<file path="config.mk">
export PLATFORM = sky130hd
export DESIGN_NAME = tlb_miss_fill
export DESIGN_NICKNAME = d
export VERILOG_FILES = /design/src/rtl/tmf_pkg.sv /design/src/rtl/tmf_tid_pick.sv /design/src/rtl/tmf_victim_ptr.sv /design/src/rtl/tmf_pack.sv /design/src/rtl/tlb_miss_fill.sv
export SDC_FILE = /design/constraint.sdc
export NUM_CORES = 1
export LEC_CHECK = 0
export BUFFER_PORTS_ARGS = -buffer_cell sky130_fd_sc_hd__buf_2
export CELL_PAD_IN_SITES_DETAIL_PLACEMENT = 1
export CELL_PAD_IN_SITES_GLOBAL_PLACEMENT = 1
export CORE_AREA = 8 8 149 151
export CTS_CLUSTER_SIZE = 10
export DETAILED_ROUTE_END_ITERATION = 12
export DIE_AREA = 0 0 157 159
export PLACE_DENSITY = 0.92
export SKIP_CTS_REPAIR_TIMING = 1
export SLEW_MARGIN = 20
export SYNTH_ARGS = -nofsm -noshare
export SYNTH_HDL_FRONTEND = slang
export SYNTH_SLANG_ARGS = --single-unit
</file>
<file path="constraint.sdc">
create_clock -name clk -period 2.6 [get_ports clk]
set_input_delay 0.13 -clock clk [delete_from_list [all_inputs] [get_ports clk]]
set_output_delay 0.13 -clock clk [all_outputs]
set_load 0.01 [all_outputs]
</file>
<file path="src/rtl/tmf_pkg.sv">
package tmf_pkg;
  localparam int WORD_W = 32;
  localparam int TSZ_W  = 4;
  localparam int ATTR_W = 5;
  localparam int PGB_W  = 11 + (1 << TSZ_W) - 1;

  // field positions inside the assist words
  localparam int TSEL_LSB    = 28;
  localparam int ESEL_LSB    = 16;
  localparam int NV_LSB      = 0;
  localparam int VLD_BIT     = 31;
  localparam int TID_LSB     = 16;
  localparam int TS_BIT      = 12;
  localparam int SIZE_LSB    = 8;
  localparam int SPID_LSB    = 16;
  localparam int SAS_BIT     = 0;
  localparam int SYN_ST_BIT  = 8;
  localparam int SYN_EXT_BIT = 6;

  typedef logic [WORD_W-1:0] word_t;

  typedef enum logic [1:0] {
    ACC_LOAD  = 2'd0,
    ACC_STORE = 2'd1,
    ACC_FETCH = 2'd2,
    ACC_RSVD  = 2'd3
  } acc_e;

  typedef enum logic [1:0] {
    TSEL_PID0 = 2'd0,
    TSEL_PID1 = 2'd1,
    TSEL_PID2 = 2'd2,
    TSEL_NONE = 2'd3
  } tidsel_e;

  // page size in bytes for a size code: 1 KB times 2^code
  function automatic logic [PGB_W-1:0] size_to_bytes(input logic [TSZ_W-1:0] code);
    logic [PGB_W-1:0] base;
    base = PGB_W'(1024);
    return base << code;
  endfunction

  // effective address-space bit for a miss
  function automatic logic pick_as(input acc_e acc, input logic ias,
                                   input logic das, input logic ext_en,
                                   input logic ext_as);
    if (acc == ACC_FETCH) return ias;
    if (ext_en)           return ext_as;
    return das;
  endfunction
endpackage

</file>
<file path="src/rtl/tmf_tid_pick.sv">
module tmf_tid_pick #(
  parameter int PID_W = 14
) (
  input  logic [1:0]       tidsel_i,
  input  logic [PID_W-1:0] pid0_i,
  input  logic [PID_W-1:0] pid1_i,
  input  logic [PID_W-1:0] pid2_i,
  input  logic             ext_en_i,
  input  logic [PID_W-1:0] ext_pid_i,
  output logic [PID_W-1:0] tid_o,
  output logic [PID_W-1:0] spid_o
);
  import tmf_pkg::*;

  tidsel_e sel;
  logic [PID_W-1:0] chosen;

  assign sel = tidsel_e'(tidsel_i);

  always_comb begin
    case (sel)
      TSEL_PID0: chosen = pid0_i;
      TSEL_PID1: chosen = pid1_i;
      TSEL_PID2: chosen = pid2_i;
      default:   chosen = '0;
    endcase
  end

  assign tid_o  = ext_en_i ? ext_pid_i : chosen;
  assign spid_o = ext_en_i ? ext_pid_i : pid0_i;
endmodule

</file>
<file path="src/rtl/tmf_victim_ptr.sv">
module tmf_victim_ptr #(
  parameter int WAYP_W = 4,
  localparam int LG_W = $clog2(WAYP_W + 1)
) (
  input  logic              clk,
  input  logic              rst_n,
  input  logic              adv_i,
  input  logic [LG_W-1:0]   lg2_i,
  output logic [WAYP_W-1:0] cur_o,
  output logic [WAYP_W-1:0] nxt_o
);
  logic [WAYP_W-1:0] cur_q;
  logic [WAYP_W-1:0] way_mask;

  // mask of the live pointer bits, one per way-count doubling
  always_comb begin
    for (int b = 0; b < WAYP_W; b++) begin
      way_mask[b] = (b < int'(lg2_i));
    end
  end

  assign nxt_o = (cur_q + 1'b1) & way_mask;
  assign cur_o = cur_q;

  always_ff @(posedge clk or negedge rst_n) begin
    if (!rst_n)      cur_q <= '0;
    else if (adv_i)  cur_q <= nxt_o;
  end

  AST_PTR_IN_RANGE: assert property (@(posedge clk) disable iff (!rst_n)
    adv_i |=> ((cur_q & ~$past(way_mask)) == '0));
  AST_PTR_HOLD: assert property (@(posedge clk) disable iff (!rst_n)
    !adv_i |=> $stable(cur_q));
endmodule

</file>
<file path="src/rtl/tmf_pack.sv">
module tmf_pack #(
  parameter int PID_W   = 14,
  parameter int WAYP_W  = 4,
  parameter int EPN_LSB = 12
) (
  input  logic [tmf_pkg::WORD_W-1:0] ea_i,
  input  logic [1:0]                 acc_i,
  input  logic                       fetch_as_i,
  input  logic                       data_as_i,
  input  logic                       ext_en_i,
  input  logic                       ext_as_i,
  input  logic [1:0]                 tsel_i,
  input  logic [tmf_pkg::TSZ_W-1:0]  size_i,
  input  logic [tmf_pkg::ATTR_W-1:0] attr_i,
  input  logic [PID_W-1:0]           tid_i,
  input  logic [PID_W-1:0]           spid_i,
  input  logic [WAYP_W-1:0]          cur_i,
  input  logic [WAYP_W-1:0]          nxt_i,
  output logic [tmf_pkg::WORD_W-1:0] sel_w_o,
  output logic [tmf_pkg::WORD_W-1:0] id_w_o,
  output logic [tmf_pkg::WORD_W-1:0] page_w_o,
  output logic [tmf_pkg::WORD_W-1:0] srch_w_o,
  output logic [tmf_pkg::WORD_W-1:0] syn_w_o,
  output logic [tmf_pkg::PGB_W-1:0]  pgb_o
);
  import tmf_pkg::*;

  localparam word_t EPN_MASK = ~((word_t'(1) << EPN_LSB) - word_t'(1));

  acc_e acc;
  logic as_bit;

  assign acc    = acc_e'(acc_i);
  assign as_bit = pick_as(acc, fetch_as_i, data_as_i, ext_en_i, ext_as_i);

  assign sel_w_o  = (word_t'(tsel_i) << TSEL_LSB)
                  | (word_t'(cur_i)  << ESEL_LSB)
                  | (word_t'(nxt_i)  << NV_LSB);
  assign id_w_o   = (word_t'(1)      << VLD_BIT)
                  | (word_t'(tid_i)  << TID_LSB)
                  | (word_t'(as_bit) << TS_BIT)
                  | (word_t'(size_i) << SIZE_LSB);
  assign page_w_o = (ea_i & EPN_MASK) | word_t'(attr_i);
  assign srch_w_o = (word_t'(spid_i) << SPID_LSB) | (word_t'(as_bit) << SAS_BIT);
  assign syn_w_o  = (word_t'(acc == ACC_STORE) << SYN_ST_BIT)
                  | (word_t'(ext_en_i)       << SYN_EXT_BIT);
  assign pgb_o    = size_to_bytes(size_i);
endmodule

</file>
<file path="src/rtl/tlb_miss_fill.sv">
module tlb_miss_fill #(
  parameter int PID_W   = 14,
  parameter int WAYP_W  = 4,
  parameter int EPN_LSB = 12,
  localparam int LG_W   = $clog2(WAYP_W + 1)
) (
  input  logic                       clk,
  input  logic                       rst_n,
  input  logic                       miss_i,
  input  logic [tmf_pkg::WORD_W-1:0] fault_ea_i,
  input  logic [1:0]                 acc_i,
  input  logic                       fetch_as_i,
  input  logic                       data_as_i,
  input  logic [1:0]                 dflt_tsel_i,
  input  logic [tmf_pkg::TSZ_W-1:0]  dflt_size_i,
  input  logic [tmf_pkg::ATTR_W-1:0] dflt_attr_i,
  input  logic [1:0]                 dflt_tidsel_i,
  input  logic [PID_W-1:0]           pid0_i,
  input  logic [PID_W-1:0]           pid1_i,
  input  logic [PID_W-1:0]           pid2_i,
  input  logic                       ext_en_i,
  input  logic [PID_W-1:0]           ext_pid_i,
  input  logic                       ext_as_i,
  input  logic [LG_W-1:0]            way_lg2_i,
  output logic [tmf_pkg::WORD_W-1:0] sel_word_o,
  output logic [tmf_pkg::WORD_W-1:0] id_word_o,
  output logic [tmf_pkg::WORD_W-1:0] page_word_o,
  output logic [tmf_pkg::WORD_W-1:0] rpn_word_o,
  output logic [tmf_pkg::WORD_W-1:0] srch_word_o,
  output logic [tmf_pkg::WORD_W-1:0] rpnhi_word_o,
  output logic [tmf_pkg::WORD_W-1:0] far_o,
  output logic [tmf_pkg::WORD_W-1:0] syn_o,
  output logic [tmf_pkg::PGB_W-1:0]  page_bytes_o
);
  import tmf_pkg::*;

  // named internal events for the assertions
  logic [PID_W-1:0]  tid_w;
  logic [PID_W-1:0]  spid_w;
  logic [WAYP_W-1:0] way_cur_w;
  logic [WAYP_W-1:0] way_nxt_w;
  word_t             sel_n, id_n, page_n, srch_n, syn_n;
  logic [PGB_W-1:0]  pgb_n;

  tmf_tid_pick #(.PID_W(PID_W)) u_tid (
    .tidsel_i (dflt_tidsel_i),
    .pid0_i   (pid0_i),
    .pid1_i   (pid1_i),
    .pid2_i   (pid2_i),
    .ext_en_i (ext_en_i),
    .ext_pid_i(ext_pid_i),
    .tid_o    (tid_w),
    .spid_o   (spid_w)
  );

  tmf_victim_ptr #(.WAYP_W(WAYP_W)) u_way (
    .clk  (clk),
    .rst_n(rst_n),
    .adv_i(miss_i),
    .lg2_i(way_lg2_i),
    .cur_o(way_cur_w),
    .nxt_o(way_nxt_w)
  );

  tmf_pack #(.PID_W(PID_W), .WAYP_W(WAYP_W), .EPN_LSB(EPN_LSB)) u_pack (
    .ea_i      (fault_ea_i),
    .acc_i     (acc_i),
    .fetch_as_i(fetch_as_i),
    .data_as_i (data_as_i),
    .ext_en_i  (ext_en_i),
    .ext_as_i  (ext_as_i),
    .tsel_i    (dflt_tsel_i),
    .size_i    (dflt_size_i),
    .attr_i    (dflt_attr_i),
    .tid_i     (tid_w),
    .spid_i    (spid_w),
    .cur_i     (way_cur_w),
    .nxt_i     (way_nxt_w),
    .sel_w_o   (sel_n),
    .id_w_o    (id_n),
    .page_w_o  (page_n),
    .srch_w_o  (srch_n),
    .syn_w_o   (syn_n),
    .pgb_o     (pgb_n)
  );

  always_ff @(posedge clk or negedge rst_n) begin
    if (!rst_n) begin
      sel_word_o   <= '0;
      id_word_o    <= '0;
      page_word_o  <= '0;
      rpn_word_o   <= '0;
      srch_word_o  <= '0;
      rpnhi_word_o <= '0;
      far_o        <= '0;
      syn_o        <= '0;
      page_bytes_o <= '0;
    end else if (miss_i) begin
      sel_word_o   <= sel_n;
      id_word_o    <= id_n;
      page_word_o  <= page_n;
      rpn_word_o   <= '0;
      srch_word_o  <= srch_n;
      rpnhi_word_o <= '0;
      far_o        <= fault_ea_i;
      syn_o        <= syn_n;
      page_bytes_o <= pgb_n;
    end
  end

  AST_HOLD_IDLE: assert property (@(posedge clk) disable iff (!rst_n)
    !miss_i |=> ($stable(id_word_o) && $stable(sel_word_o) && $stable(far_o)));
  AST_VALID_SET: assert property (@(posedge clk) disable iff (!rst_n)
    miss_i |=> id_word_o[VLD_BIT]);
  AST_AS_AGREE: assert property (@(posedge clk) disable iff (!rst_n)
    miss_i |=> (id_word_o[TS_BIT] == srch_word_o[SAS_BIT]));
  AST_FETCH_AS: assert property (@(posedge clk) disable iff (!rst_n)
    (miss_i && acc_i == 2'd2) |=> (id_word_o[TS_BIT] == $past(fetch_as_i)));
  AST_EXT_TID: assert property (@(posedge clk) disable iff (!rst_n)
    (miss_i && ext_en_i) |=> (id_word_o[TID_LSB +: PID_W] == $past(ext_pid_i)));
  AST_SYN_STORE: assert property (@(posedge clk) disable iff (!rst_n)
    miss_i |=> (syn_o[SYN_ST_BIT] == ($past(acc_i) == 2'd1)));
  AST_ENTRY_SEL: assert property (@(posedge clk) disable iff (!rst_n)
    miss_i |=> (sel_word_o[ESEL_LSB +: WAYP_W] == $past(way_cur_w)));
endmodule

</file>
==> key figures, run 1 <==
Power
  • Switch share: 0.324
  • NetSw: 1320 µW
  • Leak pwr: 0.00356 µW
  • Pwr per Cell Area: 595 nW/µm²
  • Worst VDD drop: 227 µV
  • Int Power: 2750 µW
  • Sequential power share: 0.445
  • Share of total power in combinational logic: 0.230
  • Clk pwr share: 0.325

Clock tree
  • Clk buf depth: 2
  • Total CTS buffers: 9
  • # H-tree levels: 3
  • Clock root cell: clkbuf_16
  • Worst skew pair latency: 0.35 ns
  • Clk pin slew, worst setup/hold paths: 0.08 ns
  • CTS tree: yes
  • CTS Sinks: 99

Floorplanning
  • Starting density of the core: 0.295
  • Ports: 395
  • FP Rows: 52
  • Die X: 157 µm
  • Die area: 25000 µm²
  • Die H: 159 µm
  • Core box area: 19800 µm²

Global routing
  • Vias in the first global route: 4929
  • Overall Global Routing Usage: 0.136
  • Overflow after GRT: 0
  • First-pass GRT wire length: 26900 µm
  • Pin count of the biggest net entering global routing: 149
  • Antenna violations before repair: 0

STA
  • Endpoints failing hold: 0
  • Slew margin rel.: 0.480
  • Fin crit period: 1.13 ns
  • Unrepaired setup endpoints after global routing: no
  • Final setup viols: 0
  • Worst setup margin: 1.47 ns
  • Tightest Pin Transition: 0.780 ns
  • Clk_skew: 0.00982 ns
  • Total Neg Setup Slack: 0 ns
  • Tcrit/Tclk final: 0.434
  • Fin. max-slew vios: 0
  • F_max: 0.886 GHz

Placed design
  • Hpwl dp: 14500 µm
  • Post-place setup slack: 1.08 ns
  • Placed cells: 1034
  • IO buf count: 232
  • GPL Wtd Cong: 0.778

Critical path
  • Startpoint Class: primary input
  • Worst path required time: 2.88 ns
  • CP bufs+invs: 1
  • Max FO, Critical Path: 31
  • Crit. End Element: register
  • Crit path max-delay cell type: a21boi_2
  • Crit Path Class: in -> reg
  • Largest stage delay, worst path: 0.54 ns
  • Arrival @ worst endpoint: 1.41 ns
  • Critical-path cell list: buf_2 > nor2b_2 > a21boi_2 > a21o_1
  • Kind of cell adding the most delay to the critical path: compound AO/OA/AOI/OAI gates

Final layout
  • Finished Layout Cells: 1059
  • Commonest non-fill, non-tap cells in the layout: 230 x buf_2, 162 x conb_1, 99 x dfrtp_1
  • ANT cells: 0
  • Nets@finish: 898
  • Layout cells sized above 1: 0.385
  • Commonest non-fill, non-tap cell in the layout: buf_2
  • Post-layout util: 0.344
  • Area delta synth->final: 16.7%

Drt
  • Drt drc: 0
  • Vias per cell: 4.07
  • Routed vias: 4310
  • Antenna-violating nets left: 0
  • Iteration-0 DRC count of the detailed router: 111
  • WL/cell: 17.1 µm
  • Drt first pass iters: 4
  • Final wirelength: 18100 µm

Yosys
  • Synth Register Bits: 99
  • Synth Flop Type: dfrtp_1
  • Synth Instances: 582
  • Sequential fraction of the synthesis area: 0.423
  • Number of synthesis warnings: 0
  • Cell area after synthesis: 5850 µm²
  • Netlist cell types: 30
  • Avg Inst Size Synth: 10.1 µm²
  • Number of synthesized flops with an enable pin: 0
  • Asr flop ratio synth: 1.00

Flow run
  • MaxCap Viol Count: 0

Outcome
  • Status: complete, no violations

Min path
  • Hold Crit Class: in -> reg
[logic make-up (layout without fill, tap and decap cells)]
group / after synthesis / in the layout / synth area share
other: 1 / 162 / 0.000641
and+or+nand+nor: 100 / 100 / 0.0898
muxes: 67 / 67 / 0.125
buffers and inverters: 234 / 280 / 0.280
DFF: 99 / 99 / 0.423
adders and majority gates: 1 / 1 / 0.00214
AOI/OAI and AO/OA: 80 / 80 / 0.0796
[synth_stat cells (all sizes together) (3+ instances only)]
library cell | number | area (µm²)
mux2i | 19 | 190
mux2 | 48 | 541
a31oi | 14 | 87.6
buf | 210 | 1550
a21o | 12 | 90.1
clkbuf | 3 | 11.3
a21oi | 15 | 75.1
nand3 | 12 | 60.1
nor2b | 6 | 40.0
nand3b | 15 | 113
or2 | 4 | 25.0
o21ai | 34 | 170
nand4 | 7 | 43.8
inv | 21 | 78.8
dfrtp | 99 | 2480
nor2 | 27 | 101
nand2b | 12 | 75.1
nand2 | 15 | 56.3
[metal layers]
layer / vias to the layer above / GRT usage / wire length, µm
li1: 1987 / - / -
met4: 0 / 0.0468 / 318
met5: - / 0 / 0
met2: 243 / 0.241 / 9060
met3: 15 / 0.0540 / 1920
met1: 2065 / 0.141 / 6780
[final cells by class]
type                            instances  area, µm²
Inverter                               21       78.8
Clock inverter                          7       72.6
Fill cell                            2419      13000
Tap cell                              270        338
Multi-Input combinational cell        410       2340
Sequential cell                        99       2480
Clock buffer                            9        225
Timing Repair Buffer                  243       1300
[sequential cells by signal, summed over array words and instances, names as in the netlist]
signal	cells
id_word_o	19
u_way.cur_o	3
page_word_o	6
srch_word_o	15
page_bytes_o	16
far_o	31
syn_o	2
sel_word_o	7
[power groups by stage]
stage / sequential (µW) / clock, µW / combinational [µW]
floorplan: 1900 / 0 / 668
global placement: 1830 / 0 / 890
detailed placement: 1840 / 0 / 923
CTS: 1810 / 1390 / 924
global route: 1840 / 1440 / 1030
finish: 1810 / 1320 / 934
[worst register-to-register path: cells and delay by family (launching register included)]
family / cells / cell delay, ns
flip-flops: 1 / 0.44
adder cells (fa/ha/maj): 1 / 0.32
AO/OA/AOI/OAI: 2 / 0.19
[path summary, 6_finish.rpt]
kind	start	endpoint	slack, ns	cells after the start
max	ext_en_i	id_word_o[19]	1.47	4
min	fault_ea_i[6]	far_o[6]	0.02	2
max reg2reg	u_way.cur_o[0]	u_way.cur_o[1]	1.50	3
min reg2reg	far_o[5]	far_o[5]	0.50	1
max in group asynchronous	rst_n	page_word_o[1]	1.50	3
min in group asynchronous	rst_n	far_o[13]	0.35	2
[per-stage QoR]
step           instance area [µm²]  hold WS, ns  total power [µW]
2_1_floorplan                 6450       -0.166              2560
6_report                      6830       0.0161              4070
5_1_grt                       6830     -0.00404              4310
4_1_cts                       6740       -0.175              4130
3_5_place_dp                  6440        0.216              2770
3_3_place_gp                  6440        0.205              2720
(Power assumes the default switching activity.)
==> run 2: changes to the inputs <==
CORE_AREA = default   (was 8 8 149 151)
CORE_MARGIN = 8   (was default)
CORE_UTILIZATION = 30   (was default)
DIE_AREA = default   (was 0 0 157 159)
PLACE_DENSITY = 0.93   (was 0.92)
clock period = 1.1 ns   (was 2.6 ns; I/O delays follow)
==> run 2 against run 1 <==
The run now ends with hold timing left. Count of clock-buffer cells in the layout rose by 1. Clock power rose by 140%. Hold slack got worse by 0.032 ns. Cell count rose by 4.9%. Sequential cell count did not move. Utilization rose by 4.0 points. Design area rose by 8.4%. Critical endpoint is now sel_word_o[0]. Largest cell class unchanged.
==> key figures, run 2 (synthesized netlist as in run 1, its figures left out) <==
Outcome
  • Status: complete, but fails checks
  • Failing checks: hold timing

Power
  • Clk pwr share: 0.320
  • Share of total power in combinational logic: 0.247
  • Switch share: 0.324
  • Pwr per Cell Area: 1340 nW/µm²
  • Int Power: 6710 µW
  • Worst VDD drop: 614 µV
  • NetSw: 3210 µW
  • Leak pwr: 0.00382 µW
  • Sequential power share: 0.433

STA
  • Unrepaired setup endpoints after global routing: no
  • Clk_skew: 0.00465 ns
  • Fin crit period: 1.04 ns
  • Final hold slack: -0.0158 ns
  • Tightest Pin Transition: 0.622 ns
  • Tcrit/Tclk final: 0.947
  • Fin. max-slew vios: 0
  • F_max: 0.960 GHz
  • Final setup viols: 0
  • Endpoints failing hold: 3
  • Total Neg Setup Slack: 0 ns
  • Slew margin rel.: 0.583

Critical path
  • Crit. End Element: output port
  • RR Endpoint: u_way.cur_o[0]
  • Crit path max-delay cell type: dfrtp_1
  • CP bufs+invs: 2
  • Startpoint Class: register
  • Worst path required time: 1.04 ns
  • Max FO, Critical Path: 3
  • Reg2reg start: u_way.cur_o[0]
  • Crit Path Class: reg -> out
  • CP startpoint: u_way.cur_o[0]
  • Crit-path most repeated cell: buf_6
  • Worst Setup EP: sel_word_o[0]
  • Critical-path cell list: buf_6 > buf_6
  • WP depth: 2
  • R2r setup slk: 0.06 ns
  • Kind of cell adding the most delay to the critical path: flip-flops
  • Worst R2R Path Depth: 5
  • Arrival @ worst endpoint: 0.99 ns
  • Largest stage delay, worst path: 0.40 ns

Floorplanning
  • FP Rows: 51
  • Die X: 156 µm
  • Ports: 395
  • Die area: 24200 µm²
  • Core box area: 19300 µm²
  • Starting density of the core: 0.304
  • Die H: 156 µm

Min path
  • Hold Crit Class: in -> reg
  • HP Start: pid0_i[2]

Final layout
  • ANT cells: 0
  • Nets@finish: 955
  • Commonest non-fill, non-tap cell in the layout: buf_2
  • Area delta synth->final: 26.5%
  • Multi-input logic area: 2340 µm²
  • Layout cells sized above 1: 0.375
  • Register area: 2480 µm²
  • Commonest non-fill, non-tap cells in the layout: 229 x buf_2, 162 x conb_1, 98 x dfrtp_1
  • Top flop regs: far_o (31), id_word_o (19), page_bytes_o (16)
  • # fillers: 2319
  • Largest Register: far_o
  • Number of flip-flops in the largest register: 31
  • Finished Layout Cells: 1111

Drt
  • Vias per cell: 4.10
  • Drt drc: 0
  • Routed vias: 4560
  • WL/cell: 18.1 µm
  • Final wirelength: 20100 µm
  • Antenna-violating nets left: 0
  • Drt first pass iters: 4
  • Iteration-0 DRC count of the detailed router: 125

Clock tree
  • # H-tree levels: 3
  • CTS tree: yes
  • CTS Sinks: 99
  • Clk pin slew, worst setup/hold paths: 0.08 ns
  • Total CTS buffers: 9
  • Worst skew pair latency: 0.34 ns
  • Clock root cell: clkbuf_16
  • Clk buf depth: 2

Placed design
  • GPL Wtd Cong: 0.779
  • Placed cells: 1040
  • Hpwl dp: 14900 µm
  • IO buf count: 232

Global routing
  • Vias in the first global route: 4906
  • Overflow after GRT: 0
  • Overall Global Routing Usage: 0.142
  • Pin count of the biggest net entering global routing: 69
  • Antenna violations before repair: 0
  • First-pass GRT wire length: 27400 µm

Flow run
  • MaxCap Viol Count: 0
run 2: layout make-up:
cell class / count / share of cell area
sequential: 99 / 0.335
timing repair buffer: 300 / 0.253
tap: 265 / 0.0448
clock inverter: 6 / 0.00828
clock buffer: 10 / 0.0323
multi-input combinational: 410 / 0.316
inverter: 21 / 0.0106
run 2: tightest hold or removal path, cell delays in order:
cell	delay [ns]
buf_2	0.11
nand2b_1	0.06
a31oi_1	0.07
run 2: power groups by stage:
stage / sequential (µW) / combinational [µW] / clock [µW]
floorplan: 4480 / 1580 / 0
global placement: 4310 / 2160 / 0
detailed placement: 4350 / 2230 / 0
CTS: 4280 / 2230 / 3340
global route: 4350 / 2680 / 3480
finish: 4300 / 2450 / 3170
run 2: routing by layer:
metal | share of wire | GRT usage | wire, µm
met1 | 0.37 | 0.149 | 7400
met2 | 0.52 | 0.254 | 10400
met3 | 0.098 | 0.0576 | 1970
met4 | 0.018 | 0.0439 | 366
met5 | 0 | 0 | 0
run 2: how the worst min path moves through the flow:
stage / to / slack (ns) / cells after the start
after floorplan: far_o[0] / -0.24 / 0
after global placement: page_word_o[3] / 0.07 / 2
after detailed placement: sel_word_o[17] / 0.08 / 2
after CTS: sel_word_o[17] / -0.31 / 2
after global routing: srch_word_o[26] / 0.001 / 3
final: srch_word_o[18] / -0.02 / 3
run 2: stage by stage:
stage                     area (µm²)   util  hold WS, ns  setup slack (ns)  power, µW
after global routing            7400  0.384      0.00126           0.00846      10500
final                           7400  0.384      -0.0158            0.0580       9920
after global placement          6540  0.340       0.0739           0.00331       6470
after CTS                       6840  0.355       -0.312           -0.0147       9850
after floorplan                 6450      -       -0.241             0.138       6060
after detailed placement        6540  0.340       0.0828           -0.0936       6580
==> run 3: changes to the inputs <==
REMOVE_ABC_BUFFERS = 1   (was default)
==> run 3 against run 2 <==
The run still ends with hold timing left. Global-route usage about the same. Count of clock-buffer cells in the layout grew 1. Hold slack better by 0.013 ns. Power is 0.66% lower. Utilization rose by 0.37 points. Sequential cell count unchanged. Cell count is 0.63% higher. Sequential share of layout area fell by 0.34 points. Clock power down 2%.
==> key figures, run 3 (synthesized netlist as in run 1, its figures left out) <==
Floorplanning
  • Die X: 156 µm
  • Ports: 395
  • Die area: 24200 µm²
  • Starting density of the core: 0.304
  • Die H: 156 µm
  • Core box area: 19300 µm²
  • FP Rows: 51

Final layout
  • Commonest non-fill, non-tap cell in the layout: buf_2
  • Top flop regs: far_o (31), id_word_o (19), page_bytes_o (16)
  • # fillers: 2321
  • Cell area after layout: 7470 µm²
  • Commonest non-fill, non-tap cells in the layout: 230 x buf_2, 162 x conb_1, 99 x dfrtp_1
  • Area delta synth->final: 27.8%
  • Finished Layout Cells: 1118
  • Number of flip-flops in the largest register: 31
  • Largest Register: far_o
  • Layout cells sized above 1: 0.385
  • ANT cells: 0
  • Nets@finish: 962

Power
  • Switch share: 0.316
  • NetSw: 3120 µW
  • Worst VDD drop: 655 µV
  • Share of total power in combinational logic: 0.251
  • Int Power: 6740 µW
  • Pwr per Cell Area: 1320 nW/µm²
  • Sequential power share: 0.434
  • Leak pwr: 0.00387 µW
  • Clk pwr share: 0.315

Drt
  • Drt drc: 0
  • Final wirelength: 19300 µm
  • Iteration-0 DRC count of the detailed router: 114
  • Vias per cell: 4.08
  • Drt first pass iters: 4
  • Routed vias: 4567
  • WL/cell: 17.3 µm
  • Antenna-violating nets left: 0

Placed design
  • Placed cells: 1054
  • Hpwl dp: 15300 µm
  • IO buf count: 232
  • GPL Wtd Cong: 0.752
  • Placed Area: 6700 µm²

Outcome
  • Status: complete, but fails checks
  • Failing checks: hold timing

STA
  • F_max: 0.953 GHz
  • Final hold slack: -0.00293 ns
  • Fin crit period: 1.05 ns
  • Total Neg Setup Slack: 0 ns
  • Tcrit/Tclk final: 0.953
  • Fin. max-slew vios: 0
  • Final setup viols: 0
  • Clk_skew: 0.0102 ns
  • Unrepaired setup endpoints after global routing: no
  • Endpoints failing hold: 2

Global routing
  • Antenna violations before repair: 0
  • Vias in the first global route: 4875
  • First-pass GRT wire length: 27300 µm
  • Overall Global Routing Usage: 0.141
  • Overflow after GRT: 0
  • Pin count of the biggest net entering global routing: 47

Clock tree
  • Worst skew pair latency: 0.34 ns
  • CTS tree: yes
  • # H-tree levels: 3
  • Total CTS buffers: 9
  • Clock root cell: clkbuf_16
  • CTS Sinks: 99
  • Clk buf depth: 2
  • Clk pin slew, worst setup/hold paths: 0.07 ns

Critical path
  • Arrival @ worst endpoint: 0.99 ns
  • Crit. End Element: output port
  • Startpoint Class: register
  • Crit Path Class: reg -> out
  • Max FO, Critical Path: 4
  • Worst path required time: 1.04 ns

Min path
  • Hold Crit Class: in -> reg

Flow run
  • MaxCap Viol Count: 0
==> run 3: power by group through the flow <==
stage                     registers, µW  clock network, µW  logic (µW)
after floorplan                    4550                  0         788
after global placement             4320                  0        2240
after detailed placement           4350                  0        2310
after CTS                          4280               3260        2310
after global routing               4330               3390        2710
final                              4280               3100        2470
==> run 3: worst max-delay path, cell delays in order, from the launching register on <==
cell and delay, ns:
dfrtp_1 0.40, buf_6 0.13, buf_2 0.13
==> run 3: metal layers <==
layer  share of wire  global-route usage
met3           0.092              0.0568
met1            0.37               0.154
met2            0.53               0.252
met4          0.0099              0.0328
met5               0                   0
==> run 3: worst paths after layout <==
kind                                      from                to  slack (ns)  cells after the start
worst max-delay path            u_way.cur_o[1]     sel_word_o[1]        0.05                      2
worst max register to register  u_way.cur_o[0]    u_way.cur_o[1]        0.11                      3
worst min-delay path                 pid0_i[5]   srch_word_o[21]      -0.003                      3
worst min register to register   id_word_o[31]     id_word_o[31]        0.48                      1
max in group asynchronous                rst_n    u_way.cur_o[0]        0.42                      3
min in group asynchronous                rst_n  page_bytes_o[14]        0.14                      2
==> run 3: cell type report <==
class                   instances  area, µm²  share of cell area
inverters                      21       78.8              0.0105
multi-input cells             410       2340               0.313
flip-flops and latches         99       2480               0.331
well taps                     265        332              0.0444
repair buffers                307       1960               0.262
clock buffers                  11        243              0.0325
clock inverters                 5       45.0             0.00603
==> run 3: per-stage QoR <==
stage                     hold WS [ns]  setup slack (ns)  power, µW  utilization
after floorplan                 -0.241            0.0943       5340            -
after global placement         -0.0467            0.0682       6550        0.348
after detailed placement       -0.0467            0.0452       6660        0.348
after CTS                       -0.431           0.00570       9850        0.363
after global routing           0.00108           0.00272      10400        0.388
final                         -0.00293            0.0512       9850        0.388
